## src/rtl/hs_link_pkg.sv

```systemverilog
`timescale 1ns/1ps
package hs_link_pkg;
  typedef enum logic [1:0] {
    TX_IDLE = 2'd0,
    TX_REQ  = 2'd1,
    TX_REL  = 2'd2
  } tx_state_e;

  typedef enum logic [1:0] {
    RX_IDLE = 2'd0,
    RX_FULL = 2'd1,
    RX_DONE = 2'd2
  } rx_state_e;
endpackage

```

## src/rtl/hs_link_tx.sv

```systemverilog
`timescale 1ns/1ps
module hs_link_tx
  import hs_link_pkg::*;
#(
  parameter int W = 32
) (
  input  logic         clk_i,
  input  logic         rst_ni,
  input  logic         valid_i,
  input  logic [W-1:0] flit_i,
  output logic         ready_o,
  output logic         req_o,
  output logic [W-1:0] data_o,
  input  logic         ack_i
);
  tx_state_e    st_q, st_d;
  logic         req_q;
  logic [W-1:0] data_q;

  assign ready_o = (st_q == TX_IDLE) && !ack_i;
  assign req_o   = req_q;
  assign data_o  = data_q;

  always_comb begin
    st_d = st_q;
    case (st_q)
      TX_IDLE: if (valid_i && ready_o) st_d = TX_REQ;
      TX_REQ:  if (ack_i)              st_d = TX_REL;
      TX_REL:  if (!ack_i)             st_d = TX_IDLE;
      default:                         st_d = TX_IDLE;
    endcase
  end

  always_ff @(posedge clk_i or negedge rst_ni) begin
    if (!rst_ni) begin
      st_q   <= TX_IDLE;
      req_q  <= 1'b0;
      data_q <= '0;
    end else begin
      st_q <= st_d;
      if (st_q == TX_IDLE && st_d == TX_REQ) begin
        req_q  <= 1'b1;
        data_q <= flit_i;
      end else if (st_q == TX_REQ && st_d == TX_REL) begin
        req_q <= 1'b0;
      end
    end
  end
endmodule

```

## src/rtl/hs_link_rx.sv

```systemverilog
`timescale 1ns/1ps
module hs_link_rx
  import hs_link_pkg::*;
#(
  parameter int W = 32
) (
  input  logic         clk_i,
  input  logic         rst_ni,
  input  logic         req_i,
  input  logic [W-1:0] data_i,
  output logic         ack_o,
  output logic         valid_o,
  output logic [W-1:0] flit_o,
  input  logic         accept_i
);
  rx_state_e    st_q, st_d;
  logic         ack_q;
  logic         valid_q;
  logic [W-1:0] flit_q;
  logic         take;

  assign take    = valid_q && accept_i;
  assign ack_o   = ack_q;
  assign valid_o = valid_q;
  assign flit_o  = flit_q;

  // FULL: flit not yet taken; DONE: taken, waiting for req to fall
  always_comb begin
    st_d = st_q;
    case (st_q)
      RX_IDLE: if (req_i) st_d = RX_FULL;
      RX_FULL: begin
        if (take) st_d = req_i ? RX_DONE : RX_IDLE;
      end
      RX_DONE: if (!req_i) st_d = RX_IDLE;
      default: st_d = RX_IDLE;
    endcase
  end

  always_ff @(posedge clk_i or negedge rst_ni) begin
    if (!rst_ni) begin
      st_q    <= RX_IDLE;
      ack_q   <= 1'b0;
      valid_q <= 1'b0;
      flit_q  <= '0;
    end else begin
      st_q <= st_d;
      if (st_q == RX_IDLE && st_d == RX_FULL) begin
        flit_q  <= data_i;
        ack_q   <= 1'b1;
        valid_q <= 1'b1;
      end else begin
        if (take)              valid_q <= 1'b0;
        if (st_d == RX_IDLE)   ack_q   <= 1'b0;
      end
    end
  end
endmodule

```

## src/rtl/hs_link_port.sv

```systemverilog
`timescale 1ns/1ps
module hs_link_port #(
  parameter int W = 32
) (
  input  logic         clk_i,
  input  logic         rst_ni,
  input  logic         tx_valid_i,
  input  logic [W-1:0] tx_flit_i,
  output logic         tx_ready_o,
  output logic         link_req_o,
  output logic [W-1:0] link_data_o,
  input  logic         link_ack_i,
  input  logic         link_req_i,
  input  logic [W-1:0] link_data_i,
  output logic         link_ack_o,
  output logic         rx_valid_o,
  output logic [W-1:0] rx_flit_o,
  input  logic         rx_accept_i
);
  hs_link_tx #(.W(W)) u_tx (
    .clk_i   (clk_i),
    .rst_ni  (rst_ni),
    .valid_i (tx_valid_i),
    .flit_i  (tx_flit_i),
    .ready_o (tx_ready_o),
    .req_o   (link_req_o),
    .data_o  (link_data_o),
    .ack_i   (link_ack_i)
  );

  hs_link_rx #(.W(W)) u_rx (
    .clk_i    (clk_i),
    .rst_ni   (rst_ni),
    .req_i    (link_req_i),
    .data_i   (link_data_i),
    .ack_o    (link_ack_o),
    .valid_o  (rx_valid_o),
    .flit_o   (rx_flit_o),
    .accept_i (rx_accept_i)
  );
endmodule

```

## config.mk

```make
export PLATFORM = sky130hd
export DESIGN_NAME = hs_link_port
export DESIGN_NICKNAME = d
export VERILOG_FILES = /design/src/rtl/hs_link_pkg.sv /design/src/rtl/hs_link_tx.sv /design/src/rtl/hs_link_rx.sv /design/src/rtl/hs_link_port.sv
export SDC_FILE = /design/constraint.sdc
export NUM_CORES = 1
export LEC_CHECK = 0
export BUFFER_PORTS_ARGS = -buffer_cell sky130_fd_sc_hd__buf_2
export CORE_ASPECT_RATIO = 1.5
export CORE_MARGIN = 10
export CORE_UTILIZATION = 41
export CTS_CLUSTER_DIAMETER = 60
export DETAILED_ROUTE_END_ITERATION = 6
export PLACE_DENSITY = 0.87
export SLEW_MARGIN = 15
export SYNTH_ARGS = -nofsm -noshare
export SYNTH_HDL_FRONTEND = slang
export SYNTH_SLANG_ARGS = --single-unit
export TNS_END_PERCENT = 20
```

## constraint.sdc

```tcl
create_clock -name clk_i -period 1.5 [get_ports clk_i]
set_clock_uncertainty 0.05 [all_clocks]
set_input_delay 0.3 -clock clk_i [delete_from_list [all_inputs] [get_ports clk_i]]
set_output_delay 0.3 -clock clk_i [all_outputs]
set_load 0.01 [all_outputs]
```

---- After elaboration in Yosys (flattened, before gate mapping) ----
Cells that the tools add are included.
W data, S select, Z words.
word-level totals
  bits in registers ....................... 71
  input port bits ......................... 70
  output and inout port bits .............. 68
  word-level logic and storage cells ...... 42
cells by class
  eq/ne operators ......................... 7
  mux-type cells .......................... 15
  reductions and logical operators ........ 13
operator list
  cell                  count
  $mux W2               7
  $pmux W2 S3           2
  $eq A2 B1 Y1 const B  4
  $eq A2 B2 Y1 const B  3
  $logic_and A1 B1 Y1   6
  $logic_not A2 Y1      3
  $mux W1               6
  $reduce_bool A2 Y1    3
  $logic_not A1 Y1      1

---- Depth between registers and ports, before layout ----
  depth after elaboration ................. 9
  gate-level depth with buffers ........... 4
  gate-level depth less buffers ........... 3

---- Modules after synthesis ----
A second synthesis with hierarchy kept.
second synthesis, totals
  cells, all modules ...................... 164
  area, all modules ....................... 2731.4 µm²
by module, submodules not included
  module      instances  cells each  area an instance (µm²)  seq. area each (µm²)
  hs_link_rx  1          85          1388.8                  900.9
  hs_link_tx  1          79          1342.5                  875.8

---- Least setup slack after synthesis ----
No wires, ideal clock.
  path type ............................... register to register
  start point ............................. register u_tx.st_q[0]
  end point ............................... register u_tx.data_q[10] (netlist: u_tx.data_o[10])
  library setup time ...................... 0.125 ns
  arrival time ............................ 1.371 ns
  required time ........................... 1.325 ns
  path slack .............................. -0.046 ns
  cell stages (with the launch flop) ...... 4
  path buffers ............................ 1
  period minus slack after synthesis ...... 1.546 ns
  path through ............................ dfrtp_1 -> nor4b_4 -> buf_6 -> mux2_2
between the ends
  word-level cells in the longest chain between the ends .. 7
  elaborated cells between the ends (all ways) .. 11
  classes of those cells .................. eq/ne: 3; mux: 4; reduce/logical: 4
ends and longest elaborated chain
  element                   line                                                  text
  start: declaration        hs_link_tx.sv:16                                      tx_state_e st_q, st_d;
  start signal: assignment  hs_link_tx.sv:40                                      st_q <= st_d;
  $logic_not A2 Y1          hs_link_tx.sv:20, hs_link_tx.sv:26, hs_link_tx.sv:41
  $logic_and A1 B1 Y1       hs_link_tx.sv:20                                      assign ready_o = (st_q == TX_IDLE) && !ack_i;
  $logic_and A1 B1 Y1       hs_link_tx.sv:27                                      TX_IDLE: if (valid_i && ready_o) st_d = TX_REQ;
  $mux W2                   hs_link_tx.sv:27
  $pmux W2 S3               hs_link_tx.sv:26                                      case (st_q)
  $eq A2 B1 Y1              hs_link_tx.sv:41                                      if (st_q == TX_IDLE && st_d == TX_REQ) begin
  $logic_and A1 B1 Y1 *     hs_link_tx.sv:41
  end signal: assignment    hs_link_tx.sv:43                                      data_q <= flit_i;
  end: declaration          hs_link_tx.sv:18                                      logic [W-1:0] data_q;
Mark *: on every way between the ends. The rest lies on a longest branch, timed or not.
A chain may end at the register's enable or synchronous reset.

---- Worst setup path in the final report ----
  start point ............................. register u_tx.st_q[0]
  end point ............................... register u_tx.data_q[24] (netlist: u_tx.data_o[24])
Same word-level chain as after synthesis.

==> results.py <==
metrics = {
    "clocking": {
        "clkTransAtPathRegs_ns": 0.07,
        "clockRootBuffer": "clkbuf_8",
        "cts_tree": "yes",
        "cts.sinks": 71,
        "clk_latency_ns": 0.33,
        "tritoncts.num_buffers": 9,
        "htreeDepth": 3,
        "clockBufferDepth": 2,
    },
    "cells_and_area": {
        "mostFrequentLayoutCell": "buf_2",
        "mostFrequentLayoutCells": "137 x buf_2, 71 x dfrtp_1, 59 x mux2_2",
        "antennaDiodeCount": 0,
        "design_area_mm2": 0.00376,
        "nets": 389,
        "drive_gt1_frac": 0.701,
        "area_growth_syn_to_layout_pct": 38.6,
    },
    "floorplan": {
        "rows": 36,
        "die_y_um": 120,
        "die_w_um": 86.4,
        "num_io_pins": 138,
        "start_util": 0.418,
        "core_area_mm2": 0.00649,
        "dieArea_mm2": 0.0103,
    },
    "synth": {
        "syn_area_mm2": 0.00271,
        "syn_inst": 166,
        "yosysWarnings": 0,
        "yosysSeqAreaShare": 0.655,
        "syn_avg_cell_area_um2": 16.3,
        "ys_seq_elements": 71,
        "synth_cell_type_count": 20,
        "synth_fp_nets": 236,
    },
    "power": {
        "p_total_mw": 6.63,
        "vdd_drop_max_mv": 0.750,
        "powerDensity_mw_per_mm2": 1760,
        "leakage_nw": 1.87,
    },
    "sta": {
        "slew_violations": 0,
        "setup_viol": 30,
        "timing.final.ws_setup_ns": -0.0327,
        "hold_ws_ns": 0.146,
        "fmax_mhz": 652,
        "fin_crit_sh": 1.02,
        "final.setup.tns_ns": -0.584,
        "timing.slew.headroom": 0.750,
        "fin_crit_ns": 1.53,
        "rsz0062_at_grt": "true",
        "hold_viol_final": 0,
        "tightest_slew_ns": 0.375,
    },
    "setup_path": {
        "crit_path_end_kind": "flip-flop",
        "worstPathArrival_ns": 1.69,
        "crit_fanout": 24,
        "start_kind": "flip-flop",
        "cp.required_ns": 1.66,
        "crit_type": "reg -> reg",
    },
    "routing": {
        "antenna_left": 0,
        "wl_met2_mm": 3.40,
        "wire_per_inst_um": 16.6,
        "wl_mm": 6.58,
        "wl_met1_mm": 2.39,
        "vias": 1899,
        "avgViaCountPerCell": 4.78,
        "top_layer_used": "met4",
        "post-route-drc-count": 0,
        "route.met3.wl_um": 695,
        "first_pass_iters": 4,
        "drtIter0Drc": 48,
    },
    "grt": {
        "grt_pass1_vias": 2211,
        "antenna_found_initial": 0,
        "overflow": 0,
        "grt_max_degree": 72,
        "track_usage": 0.130,
        "grt_pass1_wl_mm": 10.8,
    },
    "status": {
        "violations": "setup timing",
        "status": "finished with violations",
    },
    "placement": {
        "place_area_mm2": 0.00354,
        "portBuffers": 137,
        "dp_hpwl_mm": 5.14,
        "place_congestion": 0.699,
    },
    "worst_hold_path": {
        "min_path_type": "in -> reg",
    },
    "job": {
        "maxCapViolations": 0,
    },
}
where the power goes:
group | leakage [nW] | internal, mW | total (mW) | switching, mW
sequential | 0.838 | 2.63 | 2.98 | 0.352
clock | 0.0902 | 0.706 | 1.33 | 0.629
combinational | 0.938 | 1.26 | 2.32 | 1.06
final cells by class:
| cell class | instances | area (µm²) |
|---|---|---|
| fill | 536 | 2730 |
| sequential | 71 | 1780 |
| multi-input combinational | 85 | 887 |
| timing repair buffer | 148 | 816 |
| clock buffer | 12 | 165 |
| tap | 76 | 95.1 |
| inverter | 4 | 15.0 |
| clock inverter | 1 | 5.00 |
sequential cells by signal, summed over array words and instances (netlist names):
name	flops
u_rx.flit_o	32
u_tx.data_o	32
u_rx.st_q	2
u_tx.st_q	2
u_rx.ack_o	1
u_rx.valid_o	1
u_tx.req_o	1
Yosys cell counts (all sizes together):
master,instances,area [µm²]
dfrtp,71,1780
mux2,64,721
buf,6,56.3
inv,4,15.0
nand2b,3,18.8
nor3,3,20.0
a21oi,2,10.0
nand3,2,10.0
nor2,2,7.51
o21ai,2,10.0
a21boi,1,7.51
a21o,1,7.51
a311oi,1,8.76
maj3,1,10.0
nand2,1,3.75
nor2b,1,6.26
nor4b,1,23.8
final timing paths:
kind / start / end / slack, ns / cells after the start
worst min register to register: u_tx.data_o[3] / u_tx.data_o[3] / 0.44 / 1
worst min-delay path: tx_flit_i[30] / u_tx.data_o[30] / 0.15 / 2
min in group asynchronous: rst_ni / u_rx.flit_o[2] / 0.47 / 3
max in group asynchronous: rst_ni / u_rx.flit_o[18] / 0.61 / 3
worst max register to register: u_tx.st_q[0] / u_tx.data_o[24] / -0.03 / 3
worst max-delay path: u_tx.st_q[0] / u_tx.data_o[24] / -0.03 / 3
worst max-delay path, cell delays in order (launching register included):
cell	delay, ns
dfrtp_1	0.42
nor4b_4	0.35
buf_12	0.22
mux2_2	0.35
per-layer routing:
metal,GRT usage,up-vias
li1,-,882
met4,0.0498,0
met2,0.216,85
met5,0,-
met3,0.0697,8
met1,0.134,924
stage by stage:
stage	cells	utilization	setup slack [ns]
after floorplan	166	-	-0.0460
after global routing	397	0.580	-0.0844
after detailed placement	381	0.546	-0.0516
after CTS	397	0.578	-0.0453
after global placement	381	0.546	-0.0110
final	397	0.580	-0.0327
repair_timing:
action	4_1_cts	5_1_grt
buffers inserted	2	0
gates resized for setup	3	3
hold endpoints to repair	71	0
hold buffers	1	0
gates cloned	0	0
pin swaps	1	0
endpoints found under the setup margin	33	33
kinds of logic after synthesis:
kind of cell / Yosys count / synth area share
AO/OA/AOI/OAI: 7 / 0.0161
multiplexers: 64 / 0.266
AND/OR/NAND/NOR: 13 / 0.0332
adder cells (fa/ha/maj): 1 / 0.00369
buffers and inverters: 10 / 0.0263
flip-flops: 71 / 0.655
Power figures use the tool's default switching activity.
